==> src/rtl/i2c_line_pkg.sv <==
package i2c_line_pkg;
  typedef enum logic [1:0] {
    CMD_NONE    = 2'b00,
    CMD_START   = 2'b01,
    CMD_STOP    = 2'b10,
    CMD_RESTART = 2'b11
  } seq_cmd_e;
endpackage

==> src/rtl/i2c_line_sync.sv <==
module i2c_line_sync #(
  parameter int STAGES = 2,
  parameter int WIDTH  = 2
) (
  input  logic             clk_i,
  input  logic             rst_ni,
  input  logic [WIDTH-1:0] d_i,
  output logic [WIDTH-1:0] q_o
);
  logic [STAGES-1:0][WIDTH-1:0] pipe_q;

  // idle bus reads high
  always_ff @(posedge clk_i or negedge rst_ni) begin
    if (!rst_ni) begin
      pipe_q <= '1;
    end else begin
      pipe_q[0] <= d_i;
      for (int i = 1; i < STAGES; i++) pipe_q[i] <= pipe_q[i-1];
    end
  end

  assign q_o = pipe_q[STAGES-1];
endmodule

==> src/rtl/i2c_cond_detect.sv <==
module i2c_cond_detect (
  input  logic clk_i,
  input  logic rst_ni,
  input  logic sda_s_i,
  input  logic scl_s_i,
  input  logic addr_miss_i,
  output logic start_o,
  output logic rstart_o,
  output logic stop_o,
  output logic busy_o,
  output logic cancel_o
);
  logic sda_q, busy_q, cancel_q;
  logic start_raw, stop_raw;

  assign start_raw = sda_q & ~sda_s_i & scl_s_i;
  assign stop_raw  = ~sda_q & sda_s_i & scl_s_i;

  always_ff @(posedge clk_i or negedge rst_ni) begin
    if (!rst_ni) begin
      sda_q    <= 1'b1;
      busy_q   <= 1'b0;
      cancel_q <= 1'b0;
    end else begin
      sda_q    <= sda_s_i;
      cancel_q <= stop_raw | addr_miss_i;
      if (stop_raw)       busy_q <= 1'b0;
      else if (start_raw) busy_q <= 1'b1;
    end
  end

  assign start_o  = start_raw & ~busy_q;
  assign rstart_o = start_raw & busy_q;
  assign stop_o   = stop_raw;
  assign busy_o   = busy_q;
  assign cancel_o = cancel_q;

  p_start_busy_r3: assert property (@(posedge clk_i) disable iff (!rst_ni)
    start_raw |=> busy_q);
  p_stop_idle_r2: assert property (@(posedge clk_i) disable iff (!rst_ni)
    stop_raw |=> !busy_q);
  p_cancel_pulse_r4: assert property (@(posedge clk_i) disable iff (!rst_ni)
    (stop_raw || addr_miss_i) |=> cancel_q);
endmodule

==> src/rtl/i2c_drive_ctrl.sv <==
module i2c_drive_ctrl
  import i2c_line_pkg::*;
#(
  parameter int SYNC_STAGES = 2
) (
  input  logic     clk_i,
  input  logic     rst_ni,
  input  logic     master_i,
  input  logic     mid_low_i,
  input  logic     tx_en_i,
  input  logic     tx_bit_i,
  input  logic     ack_en_i,
  input  logic     addr_ack_i,
  input  seq_cmd_e cmd_i,
  input  logic     scl_int_i,
  input  logic     sda_s_i,
  input  logic     scl_s_i,
  input  logic     busy_i,
  input  logic     stop_i,
  input  logic     cancel_i,
  output logic     sda_oe_o,
  output logic     scl_oe_o,
  output logic     arb_lost_o
);
  logic                   sda_hold_q, arb_lost_q, want_low, sda_oe;
  logic [SYNC_STAGES-1:0] oe_dly_q;

  assign want_low = (tx_en_i & ~tx_bit_i) | ack_en_i | (~master_i & addr_ack_i);

  always_ff @(posedge clk_i or negedge rst_ni) begin
    if (!rst_ni) begin
      sda_hold_q <= 1'b0;
    end else if (cancel_i) begin
      sda_hold_q <= 1'b0;
    end else if (mid_low_i) begin
      sda_hold_q <= want_low;
    end
  end

  always_comb begin
    if (master_i && arb_lost_q) begin
      sda_oe = 1'b0;
    end else if (master_i && cmd_i != CMD_NONE) begin
      unique case (cmd_i)
        CMD_RESTART: sda_oe = scl_int_i;
        default:     sda_oe = 1'b1;
      endcase
    end else begin
      sda_oe = sda_hold_q;
    end
  end

  // align own drive with the synchronized line sample
  always_ff @(posedge clk_i or negedge rst_ni) begin
    if (!rst_ni) oe_dly_q <= '0;
    else         oe_dly_q <= {oe_dly_q[SYNC_STAGES-2:0], sda_oe};
  end

  always_ff @(posedge clk_i or negedge rst_ni) begin
    if (!rst_ni) begin
      arb_lost_q <= 1'b0;
    end else if (stop_i) begin
      arb_lost_q <= 1'b0;
    end else if (master_i && busy_i && !oe_dly_q[SYNC_STAGES-1] && scl_s_i && !sda_s_i) begin
      arb_lost_q <= 1'b1;
    end
  end

  assign sda_oe_o   = sda_oe;
  assign scl_oe_o   = master_i & (busy_i | arb_lost_q | (cmd_i != CMD_NONE)) & ~scl_int_i;
  assign arb_lost_o = arb_lost_q;

  p_hold_stable_r5: assert property (@(posedge clk_i) disable iff (!rst_ni)
    (!mid_low_i && !cancel_i) |=> $stable(sda_hold_q));
  p_arb_sticky_r10: assert property (@(posedge clk_i) disable iff (!rst_ni)
    (arb_lost_q && !stop_i) |=> arb_lost_q);
endmodule

==> src/rtl/i2c_line_ctrl.sv <==
module i2c_line_ctrl
  import i2c_line_pkg::*;
#(
  parameter int SYNC_STAGES = 2
) (
  input  logic       clk_i,
  input  logic       rst_ni,
  input  logic       sda_i,
  input  logic       scl_i,
  input  logic       master_i,
  input  logic       mid_low_i,
  input  logic       tx_en_i,
  input  logic       tx_bit_i,
  input  logic       ack_en_i,
  input  logic       addr_ack_i,
  input  logic       addr_miss_i,
  input  logic [1:0] cmd_i,
  input  logic       scl_int_i,
  output logic       sda_oe_o,
  output logic       scl_oe_o,
  output logic       start_o,
  output logic       rstart_o,
  output logic       stop_o,
  output logic       busy_o,
  output logic       cancel_o,
  output logic       arb_lost_o
);
  localparam int LINES = 2;

  logic [LINES-1:0] line_s;
  logic             sda_s, scl_s;
  seq_cmd_e         cmd;

  assign cmd = seq_cmd_e'(cmd_i);

  i2c_line_sync #(.STAGES(SYNC_STAGES), .WIDTH(LINES)) u_sync (
    .clk_i (clk_i),
    .rst_ni(rst_ni),
    .d_i   ({scl_i, sda_i}),
    .q_o   (line_s)
  );
  assign sda_s = line_s[0];
  assign scl_s = line_s[1];

  i2c_cond_detect u_det (
    .clk_i      (clk_i),
    .rst_ni     (rst_ni),
    .sda_s_i    (sda_s),
    .scl_s_i    (scl_s),
    .addr_miss_i(addr_miss_i),
    .start_o    (start_o),
    .rstart_o   (rstart_o),
    .stop_o     (stop_o),
    .busy_o     (busy_o),
    .cancel_o   (cancel_o)
  );

  i2c_drive_ctrl #(.SYNC_STAGES(SYNC_STAGES)) u_drv (
    .clk_i     (clk_i),
    .rst_ni    (rst_ni),
    .master_i  (master_i),
    .mid_low_i (mid_low_i),
    .tx_en_i   (tx_en_i),
    .tx_bit_i  (tx_bit_i),
    .ack_en_i  (ack_en_i),
    .addr_ack_i(addr_ack_i),
    .cmd_i     (cmd),
    .scl_int_i (scl_int_i),
    .sda_s_i   (sda_s),
    .scl_s_i   (scl_s),
    .busy_i    (busy_o),
    .stop_i    (stop_o),
    .cancel_i  (cancel_o),
    .sda_oe_o  (sda_oe_o),
    .scl_oe_o  (scl_oe_o),
    .arb_lost_o(arb_lost_o)
  );

  p_start_cmd_r8: assert property (@(posedge clk_i) disable iff (!rst_ni)
    (master_i && !arb_lost_o && cmd == CMD_START) |-> sda_oe_o);
  p_slave_scl_r9: assert property (@(posedge clk_i) disable iff (!rst_ni)
    !master_i |-> !scl_oe_o);
  p_event_excl_r1: assert property (@(posedge clk_i) disable iff (!rst_ni)
    !(start_o && stop_o));
endmodule

==> config.mk <==
export PLATFORM = sky130hd
export DESIGN_NAME = i2c_line_ctrl
export DESIGN_NICKNAME = d
export VERILOG_FILES = /design/src/rtl/i2c_line_pkg.sv /design/src/rtl/i2c_line_sync.sv /design/src/rtl/i2c_cond_detect.sv /design/src/rtl/i2c_drive_ctrl.sv /design/src/rtl/i2c_line_ctrl.sv
export SDC_FILE = /design/constraint.sdc
export NUM_CORES = 1
export LEC_CHECK = 0
export BUFFER_PORTS_ARGS = -buffer_cell sky130_fd_sc_hd__buf_2
export CAP_MARGIN = 20
export CORE_AREA = 2 2 39 41
export CTS_CLUSTER_SIZE = 40
export DETAILED_ROUTE_END_ITERATION = 6
export DIE_AREA = 0 0 41 43
export SETUP_SLACK_MARGIN = 0.02
export SLEW_MARGIN = 25
export SYNTH_ARGS = -nofsm -noshare
export SYNTH_HDL_FRONTEND = slang
export SYNTH_SLANG_ARGS = --single-unit
==> constraint.sdc <==
create_clock -name clk_i -period 1.3 [get_ports clk_i]
set_clock_uncertainty 0.2 [all_clocks]
set_input_delay 0.195 -clock clk_i [delete_from_list [all_inputs] [get_ports clk_i]]
set_output_delay 0.195 -clock clk_i [all_outputs]
set_load 0.05 [all_outputs]
# [Word level (Yosys, flattened, before mapping)]
# Cells that the tools add are included.
[op_classes] n_eq_ne=1 muxes=9 bitwise_logic=21 n_reduce_logical=12
[ops] op="$and A1 B1 Y1" n=10
[ops] op="$mux W1" n=9
[ops] op="$reduce_bool A2 Y1" n=4
[ops] op="$logic_and A1 B1 Y1" n=6
[ops] op="$not A1 Y1" n=6
[ops] op="$or A1 B1 Y1" n=5
[ops] op="$eq A2 B2 Y1 const B" n=1
[ops] op="$logic_not A1 Y1" n=2
[totals] regBits=11 wordCells=51

# [Longest topological paths before layout]
# Gate-level depths: netlist of run 1.
[depth] depth_word=6 depth_mapped=3 mapped_depth_nobuf=3

# [Hierarchy]
# Synthesis of run 1 repeated with hierarchy kept, for this count alone.
[hier_totals] hier_cells=38 area_unflattened_um2=452.9
[by_module_without_submodules] module="i2c_drive_ctrl" instances=1 cells_each=19 area_per_inst_um2=205.2 seq_area_each_um2=100.1
[by_module_without_submodules] module="i2c_cond_detect" instances=1 cells_each=13 area_per_inst_um2=127.6 seq_area_each_um2=76.3
[by_module_without_submodules] module="i2c_line_sync" instances=1 cells_each=6 area_per_inst_um2=120.1 seq_area_each_um2=105.1

# [Least setup slack after synthesis of run 1]
# Ideal clock, no wire load.
[synth_timing] path_type="reg-to-reg" startpoint="register u_drv.arb_lost_q, in the netlist u_drv.arb_lost_o" endpoint="register u_drv.oe_dly_q[0]" setup_ps=260 arrival_time_ps=1946 required_ps=840 slack_ps=-1106 stages_incl_launch_ff=2 n_path_buf=0 synth_period_minus_slack_ps=2406 cell_sequence="dfrtp_1 a221oi_1"
[synth_between] elab_chain_len=2
[synth_lines] element="from (decl)" line_no="i2c_drive_ctrl.sv:25" source="logic sda_hold_q, arb_lost_q, want_low, sda_oe;"
[synth_lines] element="from (signal assigned)" line_no="i2c_drive_ctrl.sv:61" source="arb_lost_q <= 1'b0;"
[synth_lines] element="from (signal assigned)" line_no="i2c_drive_ctrl.sv:63" source="arb_lost_q <= 1'b0;"
[synth_lines] element="from (signal assigned)" line_no="i2c_drive_ctrl.sv:65" source="arb_lost_q <= 1'b1;"
[synth_lines] element="$logic_and A1 B1 Y1" line_no="i2c_drive_ctrl.sv:41" source="if (master_i && arb_lost_q) begin"
[synth_lines] element="$mux W1" line_no="i2c_drive_ctrl.sv:41"
[synth_lines] element="net sda_oe_o" line_no="i2c_line_ctrl.sv:19" source="output logic sda_oe_o,"
[synth_lines] element="to (signal assigned)" line_no="i2c_drive_ctrl.sv:56" source="else oe_dly_q <= {oe_dly_q[SYNC_STAGES-2:0], sda_oe};"
[synth_lines] element="to (decl)" line_no="i2c_drive_ctrl.sv:26" source="logic [SYNC_STAGES-1:0] oe_dly_q;"
# The timed path passes the listed nets, and every way through them passes these cells.
# A chain may end at the register's enable or synchronous reset.

# [Worst setup path after layout of run 1]
[layout_timing] startpoint="register u_det.busy_q, in the netlist u_det.busy_o" endpoint="output port scl_oe_o"
[layout_between] elab_chain_len=4
[layout_lines] element="from (decl)" line_no="i2c_cond_detect.sv:13" source="logic sda_q, busy_q, cancel_q;"
[layout_lines] element="from (signal assigned)" line_no="i2c_cond_detect.sv:22" source="busy_q <= 1'b0;"
[layout_lines] element="from (signal assigned)" line_no="i2c_cond_detect.sv:27" source="if (stop_raw) busy_q <= 1'b0;"
[layout_lines] element="from (signal assigned)" line_no="i2c_cond_detect.sv:28" source="else if (start_raw) busy_q <= 1'b1;"
[layout_lines] element="$or A1 B1 Y1 (2 in a row)" line_no="i2c_drive_ctrl.sv:70" source="assign scl_oe_o = master_i & (busy_i | arb_lost_q | (cmd_i != CMD_NONE)) & ~scl_int_i;"
[layout_lines] element="$and A1 B1 Y1 (2 in a row)" line_no="i2c_drive_ctrl.sv:70"
[layout_lines] element="to (decl)" line_no="i2c_line_ctrl.sv:20" source="output logic scl_oe_o,"
# No other way between the ends.

==> results of run 1 <==
## state kept, by name (all words and copies together) (netlist names)
signal / cells
u_drv.oe_dly_q: 2
u_det.sda_q: 1
u_drv.sda_hold_q: 1
u_det.busy_o: 1
u_drv.arb_lost_o: 1
u_sync.pipe_q: 2
u_sync.q_o: 2
u_det.cancel_o: 1
## kinds of logic after synthesis
family,Yosys count,share of synthesized area [%]
AND/OR/NAND/NOR,16,23.7
AO/OA/AOI/OAI,6,7.99
flip-flops,11,66.6
buffers and inverters,2,1.78
## per-stage QoR
step / setup slack [ps] / cells
floorplan: -254 / 35
global route: -468 / 96
global placement: -166 / 86
CTS: -430 / 96
detailed placement: -183 / 86
finish: -414 / 96
## cells in the final DEF, fill, tap and decap left out, types with 2 or more instances in the layout
master / netlist / layout
buf_12: 0 / 3
dfrtp_1: 6 / 4
nor2b_1: 2 / 2
buf_2: 0 / 13
clkbuf_4: 0 / 3
dlygate4sd3_1: 0 / 4
o21ai_1: 0 / 3
dfstp_2: 5 / 5
buf_6: 0 / 8
nor3b_4: 0 / 2
buf_4: 0 / 13
## timing repair
action / in CTS / in global routing
hold buffers: 4 / 0
pin swaps: 4 / 0
gates resized for setup: 18 / 4
setup endpoints to repair: 9 / 11
buffers inserted: 2 / 0
endpoints found under the hold margin: 14 / 0
## cell type report
type                       count  share of cell area [%]
clock buffer                   4                    2.87
inverter                       2                   0.820
multi-input combinational     22                    24.3
sequential                    11                    31.3
tap                           16                    2.19
timing repair buffer          41                    38.5
## cells in the mapped netlist
cell | count | area share (%)
nor4b_1 | 1 | 2.1
dfrtp_1 | 6 | 36
nor2b_1 | 2 | 3.0
and4b_2 | 1 | 2.7
nor4_1 | 1 | 1.5
nand4b_1 | 1 | 2.1
dfstp_2 | 5 | 31
o21ai_0 | 4 | 4.7
nor3b_1 | 2 | 3.5
a221oi_1 | 1 | 2.1
nor3_1 | 2 | 2.4
nor2_1 | 2 | 1.8
inv_1 | 2 | 1.8
a21oi_1 | 1 | 1.2
nand2b_1 | 1 | 1.5
nand2_1 | 2 | 1.8
or2_1 | 1 | 1.5
## power groups by stage
stage	sequential [W]	combinational (W)	clock, W
6_report	0.000414	0.000347	0.000221
5_1_grt	0.000418	0.000368	0.000254
4_1_cts	0.000414	0.000347	0.000234
3_5_place_dp	0.000420	0.000282	0
3_3_place_gp	0.000419	0.000279	0
2_1_floorplan	0.000470	0.0000940	0
## final timing paths
kind,start,endpoint,slack (ps),cells past startpoint
worst max-delay path,u_det.busy_o,scl_oe_o,-410,3
worst min-delay path,mid_low_i,u_drv.sda_hold_q,20,3
worst max register to register,u_det.sda_q,u_det.cancel_o,-80,4
worst min register to register,u_sync.pipe_q[1],u_sync.q_o[1],160,0
max in group asynchronous,rst_ni,u_sync.q_o[1],520,2
min in group asynchronous,rst_ni,u_drv.sda_hold_q,110,2
## critical path, delay by kind of cell, from the launching register on
kind	cells	cell delay [ps]
buf+inv	1	160
simple gates	2	410
flops	1	490
## layer usage
metal | track usage (%) | up-vias
li1 | - | 217
met1 | 15.8 | 189
met2 | 22.2 | 15
met3 | 3.14 | 0
met4 | 6.00 | 0
met5 | 0 | -
==> results.cfg, run 1 <==
[pwr]
power_density_mw_per_mm2 = 1070
switching_share_pct = 30.2
p_seq_share_pct = 42.2
clkPwrFrac_pct = 22.5
leakage_nw = 0.423
switchingPower_w = 0.000296
finalPower_w = 0.000982
pwr-share-comb_pct = 35.3
peakVddDrop_mv = 0.654
intPower_w = 0.000685

[clock_network]
insertion_delay_ps = 260
clock_path_buffers = 2
cts_max_level = 1
clk_pin_slew_ps = 70
cts_tree = yes
cts_buffers = 3
clockRootBuffer = clkbuf_4
cts_sinks = 11

[die]
die_x_um = 41
die_h_um = 43
initial_core_util_pct = 30.6
rows = 14
ioPinCount = 22
core_sq_mm = 0.00138
fp.dieArea_sq_mm = 0.00176

[yosys]
synth_cells = 35
syn-num-nets = 49
synth_cell_types = 17
yosysSeqAreaShare_pct = 66.6
yosysWarningCount = 0
ys_seq_elements = 11
syn_area_per_cell_sq_um = 12.1
syn_area_sq_um = 423

[outcome]
outcome = complete, but fails checks
violations = negative setup slack

[grt]
grt_pass1_vias = 396
track_usage_pct = 13.5
grt_max_degree = 12
grt-ovfl-total = 0
antenna_found_initial = 0
grt_pass1_wl_mm = 1.59

[timing]
setup_ws_ps = -414
rsz0062_at_grt = yes
finalSetupViolations = 8
final_max_slew_viol_count = 0
whs_ps = 23.6
hold_viol_final = 0
tightest_slew_ps = 335
fmax_ghz = 0.584
period_needed_ps = 1710
fin_tns_setup_ps = -2070
fin_crit_sh_pct = 132
slew_headroom_pct = 77.4

[worst_setup_path]
cp.required_ps = 900
setup.worst_path.end_class = primary output
startpoint_type = flip-flop
crit_chain = nor4_4, nor3b_4, buf_6
slowest_stage = dfrtp_4
cp_max_fo = 2
crit_type = flip-flop to primary output
critPathArrivalTime_ps = 1320
max_stage_delay_ps = 490

[routing]
drt-met1-wl_um = 407
wl_mm = 1.01
wl_met2_um = 552
vias = 421
highest_layer = met3
wl_met3_um = 47
viasPerCell = 4.39
post-route-drc-count = 0
drt-pass1-iter-count = 4
ant_nets = 0
drt-initial-drc-count = 2
wl_per_cell_um = 10.5

[layout]
multi_input_area_sq_um = 223
drive_above_1_share_pct = 71.3
nets = 95
stdcell_area_sq_um = 916
fillers = 108
seqCellArea_sq_um = 287
area_growth_pct = 117
final_core_util_pct = 66.2
insertedDiodeCount = 0

[worst_hold_path]
worstHoldPathType = input port to flip-flop

[run]
drv_cap = 0

[placed_design]
io_buffers = 21
hpwlAfterDp_um = 794
gp_congestion = 0.653
post_dp_cell_area_sq_um = 772
Note: power is estimated with default switching activity, not from simulation.
==> inputs of run 2 (changes only) <==
Settings changed: BUFFER_PORTS_ARGS -buffer_cell sky130_fd_sc_hd__buf_2 to unset, DONT_BUFFER_PORTS set to 1, SLEW_MARGIN 25 to 10.
==> results.cfg, run 2 (synthesis results as in run 1) <==
[run]
drv_cap = 0

[routing]
drt-pass1-iter-count = 1
viasPerCell = 4.80
wl_met2_um = 678
ant_nets = 0
drt-initial-drc-count = 0
vias = 365
drt-met1-wl_um = 386
wl_met3_um = 60
highest_layer = met3
post-route-drc-count = 0
wl_mm = 1.13
wl_per_cell_um = 14.8

[worst_setup_path]
slowest_stage = dlygate4sd3_1
reg2reg_slack_ps = -110
timing.rr.start = u_sync.q_o[1]
critPathArrivalTime_ps = 1310
worstSetupStartpoint = master_i
cp_max_fo = 5
startpoint_type = input port
setup.worst_path.end_class = primary output
r2r_end = u_drv.arb_lost_o
cp.required_ps = 900
rr_worst_depth = 5
crit_end = sda_oe_o
crit_type = input port to primary output
crit_chain = dlygate4sd3_1, a221oi_4, buf_12
max_stage_delay_ps = 590

[timing]
fmax_ghz = 0.588
fin_crit_sh_pct = 131
whs_ps = 3.56
period_needed_ps = 1700
finalSetupViolations = 8
rsz0062_at_grt = yes
hold_viol_final = 0
tightest_slew_ps = 441
final_max_slew_viol_count = 0
setup_ws_ps = -402
slew_headroom_pct = 70.5

[grt]
grt-ovfl-total = 0
track_usage_pct = 14.0
grt_pass1_wl_mm = 1.57
antenna_found_initial = 0
grt_pass1_vias = 350
grt_max_degree = 12

[layout]
instances_no_fill = 76
insertedDiodeCount = 0
fillers = 109
nets = 75
area_growth_pct = 104
stdcell_area_sq_um = 861
layout_common_cells = dlygate4sd3_1, buf_12, buf_6, dfstp_2
drive_above_1_share_pct = 66.7
final_core_util_pct = 62.2
final_common_cell = dlygate4sd3_1

[die]
die_x_um = 41
fp.dieArea_sq_mm = 0.00176
core_sq_mm = 0.00138
rows = 14
ioPinCount = 22
initial_core_util_pct = 30.6
die_h_um = 43

[outcome]
violations = negative setup slack
outcome = complete, but fails checks

[placed_design]
io_buffers = 0
post_dp_cell_area_sq_um = 674
place_inst = 61
gp_congestion = 0.691
hpwlAfterDp_um = 835

[pwr]
leakage_nw = 0.348
power_density_mw_per_mm2 = 1100
peakVddDrop_mv = 0.701
finalPower_w = 0.000949

[clock_network]
clk_pin_slew_ps = 60
cts_max_level = 1
cts_sinks = 11
clock_path_buffers = 2
cts_buffers = 3
insertion_delay_ps = 260
cts_tree = yes
clockRootBuffer = clkbuf_4

[worst_hold_path]
worstHoldPathType = input port to flip-flop
run 2: critical path: cells and delay by family:
family	cells	cell delay, ps
buf+inv	2	770
compound gates	1	340
run 2: where the power goes:
group	switching (W)	leakage, nW	total, W	internal, W
clock	0.0000988	0.0150	0.000217	0.000118
combinational	0.000155	0.211	0.000306	0.000151
sequential	0.0000417	0.122	0.000427	0.000385
run 2: timing repair:
action	CTS	global route
resized for setup	8	8
setup buffers	1	3
pin swaps	4	4
endpoints found under the setup margin	10	11
hold buffers	6	1
hold endpoints to repair	17	2
run 2: metrics by stage:
stage	setup slack, ps	TNS (ps)
global placement	-112	-332
floorplan	-254	-1190
global route	-452	-2440
detailed placement	-153	-457
finish	-402	-2120
CTS	-402	-1940
run 2: final cells by class:
class                           instances  area (sq um)  area share (%)
Clock buffer                            4          26.3            3.05
Multi-Input combinational cell         22           243            28.2
Inverter                                2          7.51           0.872
Sequential cell                        11           288            33.4
Tap cell                               16          20.0            2.33
Timing Repair Buffer                   21           277            32.1
run 2: layer usage:
metal / track usage (%) / vias to the layer above
met5: 0 / -
met4: 8.00 / 0
met3: 2.62 / 0
met2: 21.9 / 13
met1: 17.0 / 174
li1: - / 178
run 2: how the worst min path moves through the flow:
stage | startpoint | end | slack, ps | depth (start not counted)
floorplan | rst_ni | u_det.cancel_o | -300 | 0
global placement | rst_ni | u_det.cancel_o | -300 | 0
detailed placement | rst_ni | u_det.cancel_o | -300 | 0
CTS | master_i | u_drv.arb_lost_o | -130 | 2
global route | mid_low_i | u_drv.sda_hold_q | 90 | 2
finish | mid_low_i | u_drv.sda_hold_q | 4 | 2
